File: src/rtl/txq_pkg.sv
package txq_pkg;
  // register indices
  localparam logic [1:0] RI_ADDR = 2'd0;
  localparam logic [1:0] RI_CTRL = 2'd1;
  localparam logic [1:0] RI_STAT = 2'd2;

  // control word layout
  localparam int NCRC_BIT = 15;

  // status word layout
  localparam int ST_IDLE   = 0;
  localparam int ST_FREE   = 1;
  localparam int FLAG_BASE = 2;

  // sticky flag order inside the flag vector
  localparam int FL_OVR = 0;
  localparam int FL_COL = 1;
  localparam int FL_RTY = 2;
  localparam int FL_CMP = 3;
  localparam int FL_UND = 4;
  localparam int FL_N   = 5;
endpackage

File: src/rtl/txq_flags.sv
module txq_flags #(
  parameter int N = 5
) (
  input  logic         clk,
  input  logic         rst,
  input  logic [N-1:0] set_i,
  input  logic [N-1:0] clr_i,
  output logic [N-1:0] flag_o
);
  for (genvar k = 0; k < N; k++) begin : g_flag
    always_ff @(posedge clk) begin
      if (rst)
        flag_o[k] <= 1'b0;
      else if (set_i[k])
        flag_o[k] <= 1'b1;
      else if (clr_i[k])
        flag_o[k] <= 1'b0;
    end
  end
endmodule

File: src/rtl/txq_slots.sv
module txq_slots #(
  parameter int AW      = 32,
  parameter int LW      = 11,
  parameter int MAX_PAY = 1514,
  parameter int CRC_B   = 4
) (
  input  logic          clk,
  input  logic          rst,
  input  logic          accept_i,
  input  logic          done_i,
  input  logic [AW-1:0] new_addr_i,
  input  logic [LW-1:0] new_len_i,
  input  logic          new_ncrc_i,
  output logic          act_v_o,
  output logic          pend_v_o,
  output logic          start_o,
  output logic [AW-1:0] act_addr_o,
  output logic [LW-1:0] act_len_o,
  output logic          act_ncrc_o,
  output logic          act_ovs_o
);
  localparam logic [LW-1:0] LIM_CRC  = LW'(MAX_PAY);
  localparam logic [LW-1:0] LIM_NCRC = LW'(MAX_PAY + CRC_B);

  logic [AW-1:0] pnd_addr;
  logic [LW-1:0] pnd_len;
  logic          pnd_ncrc;
  logic          fin;

  function automatic logic oversize(input logic [LW-1:0] l, input logic n);
    return n ? (l > LIM_NCRC) : (l > LIM_CRC);
  endfunction

  assign fin = done_i && act_v_o;

  always_ff @(posedge clk) begin
    if (rst) begin
      act_v_o    <= 1'b0;
      pend_v_o   <= 1'b0;
      start_o    <= 1'b0;
      act_addr_o <= '0;
      act_len_o  <= '0;
      act_ncrc_o <= 1'b0;
      act_ovs_o  <= 1'b0;
      pnd_addr   <= '0;
      pnd_len    <= '0;
      pnd_ncrc   <= 1'b0;
    end else begin
      start_o <= 1'b0;
      if (fin || !act_v_o) begin
        if (pend_v_o) begin
          act_v_o    <= 1'b1;
          start_o    <= 1'b1;
          act_addr_o <= pnd_addr;
          act_len_o  <= pnd_len;
          act_ncrc_o <= pnd_ncrc;
          act_ovs_o  <= oversize(pnd_len, pnd_ncrc);
          pend_v_o   <= accept_i;
          if (accept_i) begin
            pnd_addr <= new_addr_i;
            pnd_len  <= new_len_i;
            pnd_ncrc <= new_ncrc_i;
          end
        end else if (accept_i) begin
          act_v_o    <= 1'b1;
          start_o    <= 1'b1;
          act_addr_o <= new_addr_i;
          act_len_o  <= new_len_i;
          act_ncrc_o <= new_ncrc_i;
          act_ovs_o  <= oversize(new_len_i, new_ncrc_i);
        end else begin
          act_v_o <= 1'b0;
        end
      end else if (accept_i) begin
        pend_v_o <= 1'b1;
        pnd_addr <= new_addr_i;
        pnd_len  <= new_len_i;
        pnd_ncrc <= new_ncrc_i;
      end
    end
  end
endmodule

File: src/rtl/tx_frame_queue.sv
module tx_frame_queue
  import txq_pkg::*;
#(
  parameter int AW      = 32,
  parameter int DW      = 32,
  parameter int LW      = 11,
  parameter int MAX_PAY = 1514,
  parameter int CRC_B   = 4
) (
  input  logic          clk,
  input  logic          rst,
  input  logic          reg_wr,
  input  logic          reg_rd,
  input  logic [1:0]    reg_idx,
  input  logic [DW-1:0] reg_wdata,
  output logic [DW-1:0] reg_rdata,
  input  logic          ev_done,
  input  logic          ev_col,
  input  logic          ev_retry,
  input  logic          ev_under,
  output logic          tx_start,
  output logic [AW-1:0] tx_addr,
  output logic [LW-1:0] tx_len,
  output logic          tx_nocrc,
  output logic          tx_oversize,
  output logic          tx_bad_crc,
  output logic          q_free,
  output logic          q_idle
);
  logic [AW-1:0]   stage_q;
  logic [FL_N-1:0] sticky_q, f_set, f_clr;
  logic            act_v, pend_v, fin;
  logic            wr_a, wr_c, wr_s, accept;
  logic [LW-1:0]   w_len;
  logic            w_ncrc;

  assign wr_a   = reg_wr && (reg_idx == RI_ADDR);
  assign wr_c   = reg_wr && (reg_idx == RI_CTRL);
  assign wr_s   = reg_wr && (reg_idx == RI_STAT);
  assign w_len  = reg_wdata[LW-1:0];
  assign w_ncrc = reg_wdata[NCRC_BIT];
  assign q_free = !(act_v && pend_v);
  assign q_idle = !act_v && !pend_v;
  assign fin    = ev_done && act_v;
  assign accept = wr_c && q_free && (w_len != '0);

  always_ff @(posedge clk) begin
    if (rst)
      stage_q <= '0;
    else if (wr_a && q_free)
      stage_q <= reg_wdata[AW-1:0];
  end

  always_comb begin
    f_set         = '0;
    f_set[FL_OVR] = (wr_a || wr_c) && !q_free;
    f_set[FL_COL] = ev_col;
    f_set[FL_RTY] = ev_retry;
    f_set[FL_CMP] = fin;
    f_set[FL_UND] = ev_under;
    f_clr         = wr_s ? reg_wdata[FLAG_BASE +: FL_N] : '0;
  end

  txq_flags #(.N(FL_N)) u_flags (
    .clk    (clk),
    .rst    (rst),
    .set_i  (f_set),
    .clr_i  (f_clr),
    .flag_o (sticky_q)
  );

  txq_slots #(.AW(AW), .LW(LW), .MAX_PAY(MAX_PAY), .CRC_B(CRC_B)) u_slots (
    .clk        (clk),
    .rst        (rst),
    .accept_i   (accept),
    .done_i     (ev_done),
    .new_addr_i (stage_q),
    .new_len_i  (w_len),
    .new_ncrc_i (w_ncrc),
    .act_v_o    (act_v),
    .pend_v_o   (pend_v),
    .start_o    (tx_start),
    .act_addr_o (tx_addr),
    .act_len_o  (tx_len),
    .act_ncrc_o (tx_nocrc),
    .act_ovs_o  (tx_oversize)
  );

  always_ff @(posedge clk) begin
    if (rst)
      tx_bad_crc <= 1'b0;
    else if (fin)
      tx_bad_crc <= 1'b0;
    else if (ev_under && act_v)
      tx_bad_crc <= 1'b1;
  end

  always_ff @(posedge clk) begin
    if (rst) begin
      reg_rdata <= '0;
    end else if (reg_rd) begin
      reg_rdata <= '0;
      case (reg_idx)
        RI_ADDR: reg_rdata[AW-1:0] <= stage_q;
        RI_CTRL: begin
          reg_rdata[LW-1:0]     <= tx_len;
          reg_rdata[NCRC_BIT]   <= tx_nocrc;
        end
        RI_STAT: begin
          reg_rdata[ST_IDLE]            <= q_idle;
          reg_rdata[ST_FREE]            <= q_free;
          reg_rdata[FLAG_BASE +: FL_N]  <= sticky_q;
        end
        default: ;
      endcase
    end
  end
endmodule

File: config.mk
export PLATFORM = sky130hd
export DESIGN_NAME = tx_frame_queue
export DESIGN_NICKNAME = d
export VERILOG_FILES = /design/src/rtl/txq_pkg.sv /design/src/rtl/txq_flags.sv /design/src/rtl/txq_slots.sv /design/src/rtl/tx_frame_queue.sv
export SDC_FILE = /design/constraint.sdc
export NUM_CORES = 1
export LEC_CHECK = 0
export CAP_MARGIN = 40
export CORE_MARGIN = 2
export CORE_UTILIZATION = 47
export DETAILED_ROUTE_END_ITERATION = 10
export PLACE_DENSITY_LB_ADDON = 0.12
export SETUP_SLACK_MARGIN = 0.3
export SYNTH_ARGS = -nofsm -noshare
export SYNTH_HDL_FRONTEND = slang
export SYNTH_SLANG_ARGS = --single-unit
File: constraint.sdc
create_clock -name clk -period 1.7 [get_ports clk]
set_input_delay 0.425 -clock clk [delete_from_list [all_inputs] [get_ports clk]]
set_output_delay 0.425 -clock clk [all_outputs]
set_load 0.05 [all_outputs]
==> out/results.md <==
### STA
- 0.968 — Final period util
- 607 MHz — maximum clock frequency
- true — unrepaired setup endpoints after global routing
- 0 — number of setup violations in the final report
- 8.23 ps — worst setup skew after layout
- 354 ps — Worst-Margin Slew
- 0 — Slew Limit Fails
- 0 — Hold Vio Cnt, Final
- 1650 ps — min Tclk post-route
- 0.757 — worst max-slew margin expressed relative to the limit

### Global routing
- 0.392 — met1 GRT Util
- 0.0666 — met3 capacity usage during global routing
- 36,100 um — wire length of the first global-routing pass
- 51 — largest net degree at the start of global routing
- met2 — busiest metal layer after global routing
- 6,440 — vias in the first global route
- 0 — GRT Residual Overflow
- 0.480 — routing usage on met2
- 0 — number of antenna violations at the first check in global routing
- 0.293 — GR Util All Layers

### Worst setup path
- u_slots.pend_v_o$_SDFFE_PP0P_ — origin of the critical flop-to-flop path
- u_slots.pend_v_o$_SDFFE_PP0P_ — Critical path origin
- flop — critical path startpoint category
- buf_4 — most used cell along the critical path
- dfxtp_4 — Slowest-stage cell, CP
- buffers and inverters — largest delay contributor family on the critical path
- 1950 ps — arrival time of the worst setup path
- buf_4, nor3b_4, buf_4, o21ai_4, buf_6, buf_8, o21ai_1, a21oi_1 — chain of cells forming the critical path
- flop to flop — Worst Setup Path Type
- flop — endpoint type of the worst setup path
- 8 — biggest fanout along the worst timing path
- 4 — Crit path buffers/inverters
- 380 ps — crit-path max cell delay
- 2000 ps — CP Data Required Time

### Yosys
- 0 — share of synthesized registers carrying an async set or reset
- 37 — number of distinct library cell variants in the gate-level netlist after synthesis
- 0.249 — compound-gate portion of the synthesized area
- 0 — adder and majority gate portion of the synthesized area
- 774 — Post-Synthesis Cells
- 816 — syn nets
- 0 — count of synthesis-stage warnings from yosys
- compound AO/OA/AOI/OAI gates — combinational family with the most area after synthesis
- 0.152 — simple logic cell fraction of the synthesized area
- 0 — number of enable-type register cells in the synthesized netlist
- 0 — share of the synthesized netlist area taken by xor and xnor gates
- 0.0796 — share of cell area taken by muxes after synthesis
- 8.88 um2 — per-instance average area after synthesis
- 162 — flops & latches, synth
- 6870 um2 — Netlist Area Pre-Place
- dfxtp_1 — primary flip-flop cell chosen by synthesis mapping
- 0.472 — share of the yosys chip area belonging to registers

### Clock network
- 4 — number of H-tree levels
- done — TritonCTS clock tree
- 60 ps — clock-pin transition on the worst setup and hold timing paths
- 430 ps — clock network latency to the later pin of the worst-skew pair
- 2 — Max Buffers Root-to-Sink
- clkbuf_16 — Root Buffer Master
- 17 — TritonCTS Buffers
- 162 — # clock sinks

### Die
- 44 — floorplan row count
- 125 um — overall die height
- 0.476 — starting density of the core
- 125 um — chip width
- 14,400 um2 — core area
- 123 — Boundary Pins
- 15,600 um2 — die area

### Cells and area
- 0.456 — ratio of cells with drive above 1 in the final layout
- 61.9% — Syn-to-layout area delta
- 1,147 — number of standard cells in the final layout excluding fillers
- a21oi_1, dfxtp_1, buf_12 — commonest non-fill, non-tap cells in the layout
- 0 — number of antenna repair diodes
- 11,100 um2 — post-route standard cell area excluding fillers
- 992 — total number of nets in the final design
- a21oi_1 — most frequent standard cell in the layout excluding fill and tap cells

### Drt
- 6.04 — Via-to-Cell Ratio
- 717 — DRC violation total after the first TritonRoute iteration
- 0 — Remaining DRCs
- 6,933 — detailed-route via count
- 24,800 um — final wirelength
- 6 — first drt pass iteration count
- 21.6 um — wire per inst
- 0 — post-detailed-route count of antenna-violating nets

### Place
- 1,065 — total placed cells including tap cells
- 8880 um2 — dpl cell area
- 0.834 — placer's final routability congestion estimate
- 13,300 um — half-perimeter wire length after detailed placement
- 122 — number of input and output port buffers inserted

### Power and ir drop
- 770 uV — Peak VDD IR
- 3.98 nW — P_leak
- 819 nW/um2 — cell area power density
- 0.00911 W — overall power of the completed layout

### Status
- finished, final reports clean — status

### Worst hold path
- primary input to flop — class of the worst hold path
- rst — source of the worst hold timing path

### Run
- 0 — Max Cap Viol

routing by layer:
metal  vias to the layer above  part of all wire
met3                        67             0.076
li1                       3116                 -
met4                         0             0.030
met5                         -                 0
met2                       363              0.49
met1                      3387              0.41
flip-flops by register name, indices dropped and copies added (netlist names):
register and flops:
u_slots.start_o 1, u_slots.pnd_addr 32, u_slots.act_v_o 1, u_slots.act_ncrc_o 1, u_flags.flag_o 5, tx_bad_crc 1
u_slots.act_ovs_o 1, u_slots.act_addr_o 32, u_slots.pnd_len 11, reg_rdata 32, u_slots.act_len_o 11, u_slots.pend_v_o 1
u_slots.pnd_ncrc 1, stage_q 32
worst reg2reg max path, cell delays in order, from the launching register on:
cell and delay (ps):
dfxtp_4 380, buf_4 150, nor3b_4 220, buf_4 160
o21ai_4 100, buf_6 140, buf_8 130, o21ai_1 150
a21oi_1 90
where the power goes:
group / switching, W / leakage, nW / internal (W)
logic: 0.000758 / 2.35 / 0.000636
registers: 0.000132 / 1.34 / 0.00390
clock network: 0.00152 / 0.283 / 0.00216
total: 0.00241 / 3.98 / 0.00670
final timing paths:
kind	end	depth (start not counted)	slack, ps
max	u_slots.pnd_addr[15]$_SDFFE_PP0P_	8	50
min	stage_q[10]$_SDFFE_PP0P_	2	340
max reg2reg	u_slots.pnd_addr[15]$_SDFFE_PP0P_	8	50
min reg2reg	u_slots.pnd_addr[8]$_SDFFE_PP0P_	2	470
final cells by class:
type	count	area, um2
well taps	184	230
clock buffers	23	488
repair buffers	229	3050
flip-flops and latches	162	3340
fillers	904	3300
multi-input cells	539	3950
clock inverters	9	77.6
inverters	1	3.75
synth_stat cells, types with 2 or more instances:
cell type | n | area (um2)
dfxtp_1 | 162 | 3240
a21oi_1 | 160 | 801
nand2_1 | 76 | 285
clkbuf_1 | 52 | 195
mux2i_1 | 49 | 490
nor2_1 | 46 | 173
nand3_1 | 45 | 225
o21ai_0 | 45 | 225
a211oi_2 | 40 | 500
nor2b_1 | 29 | 181
a211oi_1 | 12 | 90.1
buf_2 | 8 | 40.0
mux2_2 | 5 | 56.3
buf_1 | 4 | 15.0
buf_6 | 4 | 45.0
clkbuf_2 | 4 | 20.0
a311oi_1 | 3 | 26.3
nand2b_1 | 3 | 18.8
nor3b_1 | 3 | 22.5
a41oi_1 | 2 | 17.5
and3b_1 | 2 | 17.5
nor3_1 | 2 | 10.0
nor4_4 | 2 | 42.5
o21a_1 | 2 | 15.0
o31ai_1 | 2 | 15.0
logic make-up (layout without fill, tap and decap cells):
group	Yosys count	in the layout
AOI/OAI and AO/OA	269	269
muxes	54	54
and+or+nand+nor	215	216
DFF	162	162
buffers and inverters	74	262
timing repair:
action	in CTS	in global routing
endpoints found under the hold margin	0	0
resized for setup	119	219
hold buffers	0	0
buffers inserted	20	16
endpoints found under the setup margin	185	185
cloned	13	1
pin swaps	14	76
per-stage QoR:
| step | setup WS (ps) | TNS [ps] | hold WS [ps] | utilization |
|---|---|---|---|---|
| floorplan | 18.9 | 0 | 436 | - |
| global route | 8.98 | 0 | 328 | 0.772 |
| detailed placement | -523 | -57160 | 458 | 0.616 |
| global placement | -474 | -53940 | 444 | 0.616 |
| CTS | 60.7 | 0 | 333 | 0.710 |
| finish | 53.8 | 0 | 342 | 0.772 |
(Power assumes the default switching activity.)
